<file path="config.mk">
export PLATFORM = sky130hd
export DESIGN_NAME = lx_unit
export DESIGN_NICKNAME = d
export VERILOG_FILES = /design/src/rtl/lx_pkg.sv /design/src/rtl/lx_addr_gen.sv /design/src/rtl/lx_lane_ctrl.sv /design/src/rtl/lx_load_fmt.sv /design/src/rtl/lx_unit.sv
export SDC_FILE = /design/constraint.sdc
export NUM_CORES = 1
export LEC_CHECK = 0
export CAP_MARGIN = 20
export CORE_MARGIN = 5
export CORE_UTILIZATION = 40
export CTS_CLUSTER_DIAMETER = 60
export DETAILED_ROUTE_END_ITERATION = 16
export DONT_BUFFER_PORTS = 1
export PLACE_DENSITY = 0.62
export SYNTH_ARGS = -nofsm -noshare
export SYNTH_HDL_FRONTEND = slang
export SYNTH_HIERARCHICAL = 1
export SYNTH_SLANG_ARGS = --single-unit
</file>
<file path="constraint.sdc">
create_clock -name clk -period 6.4 [get_ports clk]
set_clock_uncertainty 0.1 [all_clocks]
set_input_delay 0.96 -clock clk [delete_from_list [all_inputs] [get_ports clk]]
set_output_delay 0.96 -clock clk [all_outputs]
set_load 0.01 [all_outputs]
</file>
<file path="src/rtl/lx_pkg.sv">
// Shared types for the load address and extension unit.
// Assumes the size code on the top port is two bits wide.
package lx_pkg;

    typedef enum logic [1:0] {
        ACC_BYTE = 2'b00,
        ACC_HALF = 2'b01,
        ACC_WORD = 2'b10,
        ACC_RSVD = 2'b11
    } acc_size_e;

    // Map a raw size code onto an effective size; the reserved code acts as word.
    function automatic acc_size_e to_eff(input logic [1:0] code);
        acc_size_e r;
        case (code)
            2'b00:   r = ACC_BYTE;
            2'b01:   r = ACC_HALF;
            default: r = ACC_WORD;
        endcase
        return r;
    endfunction

endpackage

</file>
<file path="src/rtl/lx_addr_gen.sv">
// Effective address adder: base plus a sign-extended displacement.
// Assumes OW < AW; the sum wraps modulo 2^AW.
module lx_addr_gen #(
    parameter int AW = 32,
    parameter int OW = 16
) (
    input  logic [AW-1:0] base,
    input  logic [OW-1:0] ofs,
    output logic [AW-1:0] ea
);
    localparam int EXT = AW - OW;

    logic [AW-1:0] ofs_ext;

    // Widen the displacement by copying its top bit, then add.
    always_comb begin
        ofs_ext = {{EXT{ofs[OW-1]}}, ofs};
        ea      = base + ofs_ext;
    end
endmodule

</file>
<file path="src/rtl/lx_lane_ctrl.sv">
// Byte-enable and alignment decode from the low address bits.
// Assumes at least two byte lanes; half enables shift by the full lane index.
module lx_lane_ctrl
    import lx_pkg::*;
#(
    parameter int DW = 32
) (
    input  logic [$clog2(DW/8)-1:0] lane,
    input  acc_size_e               sz,
    output logic [DW/8-1:0]         be,
    output logic                    misalign
);
    localparam int NL = DW / 8;

    localparam logic [NL-1:0] ONE_LANE = {{(NL-1){1'b0}}, 1'b1};
    localparam logic [NL-1:0] TWO_LANE = {{(NL-2){1'b0}}, 2'b11};

    // Decode lane enables and alignment for the effective access size.
    always_comb begin
        case (sz)
            ACC_BYTE: begin
                be       = ONE_LANE << lane;
                misalign = 1'b0;
            end
            ACC_HALF: begin
                be       = TWO_LANE << lane;
                misalign = lane[0];
            end
            default: begin
                be       = '1;
                misalign = |lane;
            end
        endcase
    end
endmodule

</file>
<file path="src/rtl/lx_load_fmt.sv">
// Loaded-data formatter: picks a little-endian lane and extends it.
// Assumes DW is a multiple of 16; halfword lane index is lane[msb:1].
module lx_load_fmt
    import lx_pkg::*;
#(
    parameter int DW = 32
) (
    input  logic [DW-1:0]           rdata,
    input  logic [$clog2(DW/8)-1:0] lane,
    input  acc_size_e               sz,
    input  logic                    uns,
    output logic [DW-1:0]           wb
);
    localparam int NL = DW / 8;
    localparam int NH = DW / 16;
    localparam int LB = $clog2(NL);

    logic [7:0]  byte_slot [NL];
    logic [15:0] half_slot [NH];

    genvar g;
    generate
        for (g = 0; g < NL; g++) begin : g_bytes
            assign byte_slot[g] = rdata[8*g +: 8];
        end
        for (g = 0; g < NH; g++) begin : g_halves
            assign half_slot[g] = rdata[16*g +: 16];
        end
    endgenerate

    logic [7:0]  sel_b;
    logic [15:0] sel_h;
    logic        fill_b;
    logic        fill_h;

    // Select the addressed lane, then fill the upper bits per the flag.
    always_comb begin
        sel_b  = byte_slot[lane];
        sel_h  = half_slot[lane[LB-1:1]];
        fill_b = ~uns & sel_b[7];
        fill_h = ~uns & sel_h[15];
        case (sz)
            ACC_BYTE: wb = {{(DW-8){fill_b}}, sel_b};
            ACC_HALF: wb = {{(DW-16){fill_h}}, sel_h};
            default:  wb = rdata;
        endcase
    end
endmodule

</file>
<file path="src/rtl/lx_unit.sv">
// Load address and extension unit, top level.
// Computes the effective address, byte enables and misalignment flag,
// formats the loaded word, and registers everything for one cycle.
// Assumes rdata belongs to the request presented in the same cycle.
module lx_unit
    import lx_pkg::*;
#(
    parameter int DW = 32,
    parameter int OW = 16
) (
    input  logic            clk,
    input  logic            rst_n,
    input  logic            req_valid,
    input  logic [DW-1:0]   base,
    input  logic [OW-1:0]   offset,
    input  logic [1:0]      size,
    input  logic            is_unsigned,
    input  logic [DW-1:0]   rdata,
    output logic            out_valid,
    output logic [DW-1:0]   eff_addr,
    output logic [DW/8-1:0] byte_en,
    output logic            misaligned,
    output logic [DW-1:0]   wb_data
);
    localparam int NL = DW / 8;
    localparam int LB = $clog2(NL);

    acc_size_e       sz_eff;
    logic [DW-1:0]   ea_c;
    logic [NL-1:0]   be_c;
    logic            mis_c;
    logic [DW-1:0]   wb_c;
    acc_size_e       sz_q;
    logic            uns_q;

    // Normalise the size code so the reserved value acts as word.
    always_comb sz_eff = to_eff(size);

    lx_addr_gen #(.AW(DW), .OW(OW)) u_addr (
        .base (base),
        .ofs  (offset),
        .ea   (ea_c)
    );

    lx_lane_ctrl #(.DW(DW)) u_lane (
        .lane     (ea_c[LB-1:0]),
        .sz       (sz_eff),
        .be       (be_c),
        .misalign (mis_c)
    );

    lx_load_fmt #(.DW(DW)) u_fmt (
        .rdata (rdata),
        .lane  (ea_c[LB-1:0]),
        .sz    (sz_eff),
        .uns   (is_unsigned),
        .wb    (wb_c)
    );

    // Output stage: capture results of an accepted request, clear on reset.
    always_ff @(posedge clk) begin
        if (!rst_n) begin
            out_valid  <= 1'b0;
            eff_addr   <= '0;
            byte_en    <= '0;
            misaligned <= 1'b0;
            wb_data    <= '0;
            sz_q       <= ACC_BYTE;
            uns_q      <= 1'b0;
        end else begin
            out_valid <= req_valid;
            if (req_valid) begin
                eff_addr   <= ea_c;
                byte_en    <= be_c;
                misaligned <= mis_c;
                wb_data    <= wb_c;
                sz_q       <= sz_eff;
                uns_q      <= is_unsigned;
            end
        end
    end

    AST_EA_SUM: assert property (@(posedge clk) disable iff (!rst_n)
        req_valid |=> eff_addr == $past(base) + {{(DW-OW){$past(offset[OW-1])}}, $past(offset)});

    AST_BYTE_ONE_LANE: assert property (@(posedge clk) disable iff (!rst_n)
        (out_valid && sz_q == ACC_BYTE) |-> $countones(byte_en) == 1);

    AST_WORD_ALL_LANES: assert property (@(posedge clk) disable iff (!rst_n)
        (out_valid && sz_q == ACC_WORD) |-> byte_en == '1);

    AST_BYTE_ALIGNED: assert property (@(posedge clk) disable iff (!rst_n)
        (out_valid && sz_q == ACC_BYTE) |-> !misaligned);

    AST_SBYTE_FILL: assert property (@(posedge clk) disable iff (!rst_n)
        (out_valid && sz_q == ACC_BYTE && !uns_q)
            |-> ($countones(wb_data[DW-1:7]) == 0 || $countones(wb_data[DW-1:7]) == DW-7));

    AST_UBYTE_ZERO: assert property (@(posedge clk) disable iff (!rst_n)
        (out_valid && sz_q == ACC_BYTE && uns_q) |-> wb_data[DW-1:8] == '0);

    AST_UHALF_ZERO: assert property (@(posedge clk) disable iff (!rst_n)
        (out_valid && sz_q == ACC_HALF && uns_q) |-> wb_data[DW-1:16] == '0);

    AST_IDLE_HOLD: assert property (@(posedge clk) disable iff (!rst_n)
        !req_valid |=> (!out_valid && $stable(eff_addr) && $stable(wb_data)));
endmodule

</file>
==> results of run 1 <==
## power by group through the flow
stage	combinational, mW	sequential (mW)	clock [mW]
floorplan	0.319	0.526	0
global placement	0.336	0.539	0
detailed placement	0.346	0.540	0
CTS	0.347	0.531	0.564
global route	0.387	0.534	0.581
finish	0.348	0.529	0.548
## path summary, 6_finish.rpt
path	cells after the start	endpoint	slack [ps]
hold / removal	2	wb_data[28]$_SDFFE_PN0P_	460
setup / recovery	7	wb_data[2]$_SDFFE_PN0P_	2810
hold reg to reg	2	wb_data[28]$_SDFFE_PN0P_	460
setup reg to reg	2	wb_data[13]$_SDFFE_PN0P_	5570
## kinds of logic (layout without fill, tap and decap cells)
kind of cell | Yosys count | count (layout)
adders and majority gates | 32 | 32
muxes | 82 | 82
AOI/OAI and AO/OA | 143 | 143
buffers and inverters | 44 | 25
xor gates and xnor gates | 28 | 28
DFF | 70 | 70
and+or+nand+nor | 172 | 172
## metrics by stage
stage	power, mW	instances	hold slack [ps]
after global routing	1.502	724	481.7
after floorplan	0.8447	571	438.4
after CTS	1.443	724	468.8
after detailed placement	0.8858	709	461.1
final	1.425	724	463.5
after global placement	0.8754	709	456.8
## layout make-up
| cell class | count | share of cell area, % |
|---|---|---|
| timing repair buffer | 2 | 0.2732 |
| sequential | 70 | 25.50 |
| multi-input combinational | 457 | 63.90 |
| inverter | 8 | 0.5463 |
| clock buffer | 10 | 4.348 |
| clock inverter | 5 | 1.525 |
| tap | 172 | 3.915 |
## state kept, by name (all words and copies together), names as in the netlist
register / count
eff_addr: 32
misaligned: 1
out_valid: 1
wb_data: 32
byte_en: 4
## worst max-delay path, stage by stage
cell and delay [ps]:
ha_1 220, fa_1 1100, nor2b_1 620, nand2_2 260, o221a_2 340, mux2i_1 150, nor2b_1 70
## layout by cell type (no fill, tap or decap), drive strengths merged, types with 3 or more instances in the layout
| cell type | count |
|---|---|
| nor3b | 3 |
| a31oi | 3 |
| clkbuf | 10 |
| nand3 | 10 |
| nand4 | 8 |
| dfxtp | 70 |
| nor2b | 72 |
| a311oi | 3 |
| xnor2 | 13 |
| o211ai | 3 |
| o21bai | 7 |
| a21oi | 31 |
| a211oi | 3 |
| inv | 8 |
| nor3 | 4 |
| o221a | 8 |
| nand2 | 43 |
| a22o | 9 |
| mux2i | 80 |
| ha | 31 |
| or2 | 4 |
| xor2 | 15 |
| nor2 | 16 |
| a21o | 19 |
| o21ai | 32 |
| a221o | 8 |
| nand2b | 4 |
## metal layers
| layer | share of wire, % | track usage [%] | vias up |
|---|---|---|---|
| li1 | - | - | 2031 |
| met1 | 40 | 20.04 | 1954 |
| met2 | 48 | 29.84 | 162 |
| met3 | 11 | 6.222 | 15 |
| met4 | 1.8 | 6.776 | 0 |
| met5 | 0 | 0 | - |
==> summary.md, run 1 <==
| Metric | Value |
|---|---|
| Row cnt | `41` |
| Ports | `156` |
| Maximum VDD drop | `0.1482 mV` |
| Final ANT Viol Nets | `0` |
| Die area | `15380 sq um` |
| Internal power | `0.9954 mW` |
| Compound-Gate Fraction of Synth Area | `20.89%` |
| XOR/XNOR share of the synthesized area | `4.716%` |
| Synth cell types | `66` |
| Final Cycle Share | `56.10%` |
| Root buffer cell | `clkbuf_16` |
| Worst Tran Pin Value | `908.1 ps` |
| Total Wirelength | `13580 um` |
| Worst-path clk slew | `60 ps` |
| Router iterations before antenna repair | `4` |
| Arrival @ worst endpoint | `3710 ps` |
| First-pass GRT wire length | `21310 um` |
| H-tree depth | `3` |
| Syn Nets | `689` |
| GRT overflow | `0` |
| Fill cells | `1299` |
| Placed instance area | `5174 sq um` |
| Dominant cell type by area after synthesis | `dfxtp_1` |
| Nets | `666` |
| Total of max-cap violations | `0` |
| Setup TNS | `0 ps` |
| Layout cell share with drive strength beyond 1 | `9.239%` |
| Vias per cell | `5.749` |
| Core area | `12670 sq um` |
| Postcts setup bufs | `0` |
| Synth Register Bits | `70` |
| Synthesized area per cell | `9.107 sq um` |
| Final min period | `3590 ps` |
| Starting Density | `41.04%` |
| Gr usage total | `17.51%` |
| CTS tree | `built` |
| Clock share of power | `38.5%` |
| Number of global-route vias before repair | `4229` |
| Critical path origin | `base[0]` |
| Top cells by area, synth | `dfxtp_1 27%, mux2i_1 15%, nor2b_1 8.7%, ha_1 7.5%, nand2_1 3.0%` |
| Placer Congestion | `0.8442` |
| Fmax | `278.5 MHz` |
| RSZ-0062 raised after global routing | `false` |
| Final hold vios | `0` |
| Crit end category | `register` |
| Clk buf depth | `2` |
| Number of diodes | `0` |
| RR Startpoint | `wb_data[13]$_SDFFE_PN0P_` |
| Multi-input gate area | `3512 sq um` |
| Reg power frac | `37.1%` |
| # setup viols final | `0` |
| Leakage power | `2.351 nW` |
| Mapped Cells | `571` |
| Synth Area in Adders | `7.844%` |
| Clock Latency Late Sink | `340 ps` |
| Vias | `4162` |
| Relative slew slack | `39.39%` |
| Hold-fix buffers, CTS | `0` |
| Sw frac | `30.15%` |
| Dpl hpwl | `10020 um` |
| Post-synth top area share | `26.95%` |
| DR iter-0 viols | `306` |
| Fin area | `5497 sq um` |
| Layout area overhead | `5.703%` |
| Top-count cell post-synth | `mux2i_1` |
| Die Ht | `124.0 um` |
| Average wire per standard cell | `18.75 um` |
| Critical path fanouts, max | `19` |
| Post-synth EDFFs | `0` |
| # DRC | `0` |
| Logic pwr share | `24.4%` |
| Total number of yosys warnings | `6` |
| Simple-Gate Fraction of Synth Area | `17.97%` |
| Port-buffer cells | `0` |
| P_sw | `0.4297 mW` |
| Sequential share of the synthesized area | `26.95%` |
| Fin util | `43.38%` |
| Outcome | `finished clean` |
| Pin count of the biggest net entering global routing | `71` |
| CP Launch Type | `primary input` |
| Post-synthesis mux area share | `16.12%` |
| Horiz. Die Dim | `124.0 um` |
| Reg area | `1401 sq um` |
| Final Slew Violations | `0` |
| PD cells | `259.3 nW/um^2` |
| Ys flop type | `dfxtp_1` |
| Path type of the worst min-delay path | `register to register` |
| Clock Sinks | `70` |
| Kind of critical path | `primary input to register` |
| Total CTS buffers | `9` |
| Main combinational cell family by area after synthesis | `compound AO/OA/AOI/OAI gates` |
| Resized cells post-CTS | `0` |
| Post-synth top cells | `80 x mux2i_1, 72 x nor2b_1, 70 x dfxtp_1, 42 x nand2_1, 31 x ha_1` |
| HP Start | `wb_data[28]$_SDFFE_PN0P_` |
| Post-synth ARST share | `0%` |
| Initial antenna violation count | `0` |
| Req. time, crit path | `6520 ps` |
| Place WS | `2517 ps` |
| Post-synthesis cell area | `5200 sq um` |
| Final setup margin | `2810 ps` |
Note: power is estimated with default switching activity, not from simulation.
==> run 2, diff against run 1 <==
--- a/config.mk
+++ b/config.mk
@@ -11,7 +11,7 @@
 export CTS_CLUSTER_DIAMETER = 60
 export DETAILED_ROUTE_END_ITERATION = 16
 export DONT_BUFFER_PORTS = 1
-export PLACE_DENSITY = 0.62
+export PLACE_DENSITY = 0.64
 export SYNTH_ARGS = -nofsm -noshare
 export SYNTH_HDL_FRONTEND = slang
 export SYNTH_HIERARCHICAL = 1
==> constraint.sdc (replaced) <==
create_clock -name clk -period 3 [get_ports clk]
set_clock_uncertainty 0.1 [all_clocks]
set_input_delay 0.45 -clock clk [delete_from_list [all_inputs] [get_ports clk]]
set_output_delay 0.45 -clock clk [all_outputs]
set_load 0.01 [all_outputs]
==> run 2 against run 1 <==
  * Register-to-register slack worse by 3400 ps
  * Final cell count is 0.97% higher
  * Combinational power is 120% higher
  * Total power is 110% higher
  * Sequential share of layout area is 0.21 points lower
  * Worst hold slack worse by 310 ps
  * First-iteration DRC count is 17% lower
  * Die area stayed put
  * Non-clock buffer count is 6 higher
  * Clock power is 110% higher
  * Flip-flop and latch count stayed put
==> summary.md, run 2 (synthesis gave the netlist of run 1 again) <==
| Metric | Value |
|---|---|
| Arrival @ worst endpoint | `2710 ps` |
| Fin area | `5543 sq um` |
| Row cnt | `41` |
| Final hold vios | `0` |
| Reg2reg end | `wb_data[9]$_SDFFE_PN0P_` |
| Pin count of the biggest net entering global routing | `71` |
| # DRC | `0` |
| CTS tree | `built` |
| Die area | `15380 sq um` |
| Outcome | `finished clean` |
| Average wire per standard cell | `18.53 um` |
| Resized cells post-CTS | `0` |
| Core area | `12670 sq um` |
| Postcts setup bufs | `0` |
| Fill cells | `1242` |
| Clock Sinks | `70` |
| RR Startpoint | `wb_data[9]$_SDFFE_PN0P_` |
| Maximum VDD drop | `0.2136 mV` |
| Nets | `672` |
| Final Cycle Share | `84.48%` |
| Placed instance area | `5219 sq um` |
| Root buffer cell | `clkbuf_16` |
| Initial antenna violation count | `0` |
| Crit end category | `register` |
| Dpl hpwl | `10130 um` |
| Total CTS buffers | `9` |
| Worst Tran Pin Value | `688.3 ps` |
| Final setup margin | `465.7 ps` |
| Relative slew slack | `54.11%` |
| DR iter-0 viols | `254` |
| Router iterations before antenna repair | `5` |
| Die Ht | `124.0 um` |
| Port-buffer cells | `0` |
| Cell count after placement | `715` |
| GRT overflow | `0` |
| Final Non-Filler Cells | `731` |
| Final ANT Viol Nets | `0` |
| Horiz. Die Dim | `124.0 um` |
| Path type of the worst min-delay path | `primary input to register` |
| Hold-fix buffers, CTS | `0` |
| Worst-path clk slew | `60 ps` |
| Vias | `4176` |
| Kind of critical path | `primary input to register` |
| Final Slew Violations | `0` |
| Placer Congestion | `0.8486` |
| Starting Density | `41.04%` |
| Total Wirelength | `13540 um` |
| Place WS | `152.6 ps` |
| Total of max-cap violations | `0` |
| Clk buf depth | `2` |
| Commonest non-fill, non-tap cells in the layout | `80 x mux2i_1, 72 x nor2b_1, 70 x dfxtp_1` |
| Setup TNS | `0 ps` |
| Final min period | `2534 ps` |
| Largest regs | `eff_addr: 32 flops, wb_data: 32 flops, byte_en: 4 flops` |
| CP Launch Type | `primary input` |
| H-tree depth | `3` |
| HP Start | `rst_n` |
| Leakage power | `2.384 nW` |
| RSZ-0062 raised after global routing | `false` |
| Layout area overhead | `6.593%` |
| Ports | `156` |
| Clock Latency Late Sink | `330 ps` |
| PD cells | `549.8 nW/um^2` |
| # setup viols final | `0` |
| Commonest non-fill, non-tap cell in the layout | `mux2i_1` |
| Hold endpoint | `out_valid$_SDFF_PN0_` |
| First-pass GRT wire length | `21150 um` |
| Layout cell share with drive strength beyond 1 | `10.38%` |
| Reg2reg path depth | `2` |
| Worst Hold Depth | `1` |
| Req. time, crit path | `3180 ps` |
| Number of global-route vias before repair | `4233` |
| Gr usage total | `17.40%` |
| Number of diodes | `0` |
| FF-to-FF setup slack | `2190 ps` |
| Fmax | `394.6 MHz` |
| Vias per cell | `5.713` |
| Critical path fanouts, max | `4` |
[run 2: power by group]
part	switching, mW	internal, mW
registers	0.109	1.02
clock network	0.414	0.747
logic	0.393	0.365
[run 2: worst max-delay path: stages]
cell      delay [ps]
ha_1             220
fa_1             410
a21o_1           220
a31o_2           280
nand3_1           90
o221ai_1         210
a31oi_1          350
a21oi_1          110
o311ai_1         130
mux2i_1          130
nor2b_1          110
[run 2: metrics by stage]
step / hold WS [ps] / total power, mW / util (%)
floorplan: 438.4 / 1.802 / -
global placement: 453.8 / 1.882 / 41.19
detailed placement: 459.6 / 1.903 / 41.19
CTS: 126.5 / 3.090 / 43.74
global route: 137.5 / 3.225 / 43.74
finish: 156.4 / 3.048 / 43.74
[run 2: final cells by class]
class	count	area, sq um	share of cell area (%)
Sequential cell	70	1401	25.28
Tap cell	172	215.2	3.883
Clock buffer	10	239.0	4.312
Inverter	8	30.03	0.5418
Multi-Input combinational cell	457	3512	63.36
Timing Repair Buffer	8	60.06	1.084
Clock inverter	6	85.08	1.535
[run 2: how the worst max path moves through the flow]
stage / startpoint / to / slack [ps] / cells after the start
4_1_cts: base[0] / eff_addr[30]$_SDFFE_PN0P_ / 510 / 11
5_1_grt: base[25] / eff_addr[31]$_SDFFE_PN0P_ / 310 / 10
3_3_place_gp: base[0] / eff_addr[26]$_SDFFE_PN0P_ / 180 / 11
2_1_floorplan: base[0] / wb_data[10]$_SDFFE_PN0P_ / 320 / 7
3_5_place_dp: base[0] / eff_addr[26]$_SDFFE_PN0P_ / 150 / 11
6_report: base[0] / eff_addr[30]$_SDFFE_PN0P_ / 470 / 11
[run 2: routing by layer]
layer	global-route usage, %	wire, um	vias up
li1	-	-	2045
met1	20.40	5557	1932
met2	28.02	6264	177
met3	6.903	1449	22
met4	7.803	271	0
met5	0	0	-
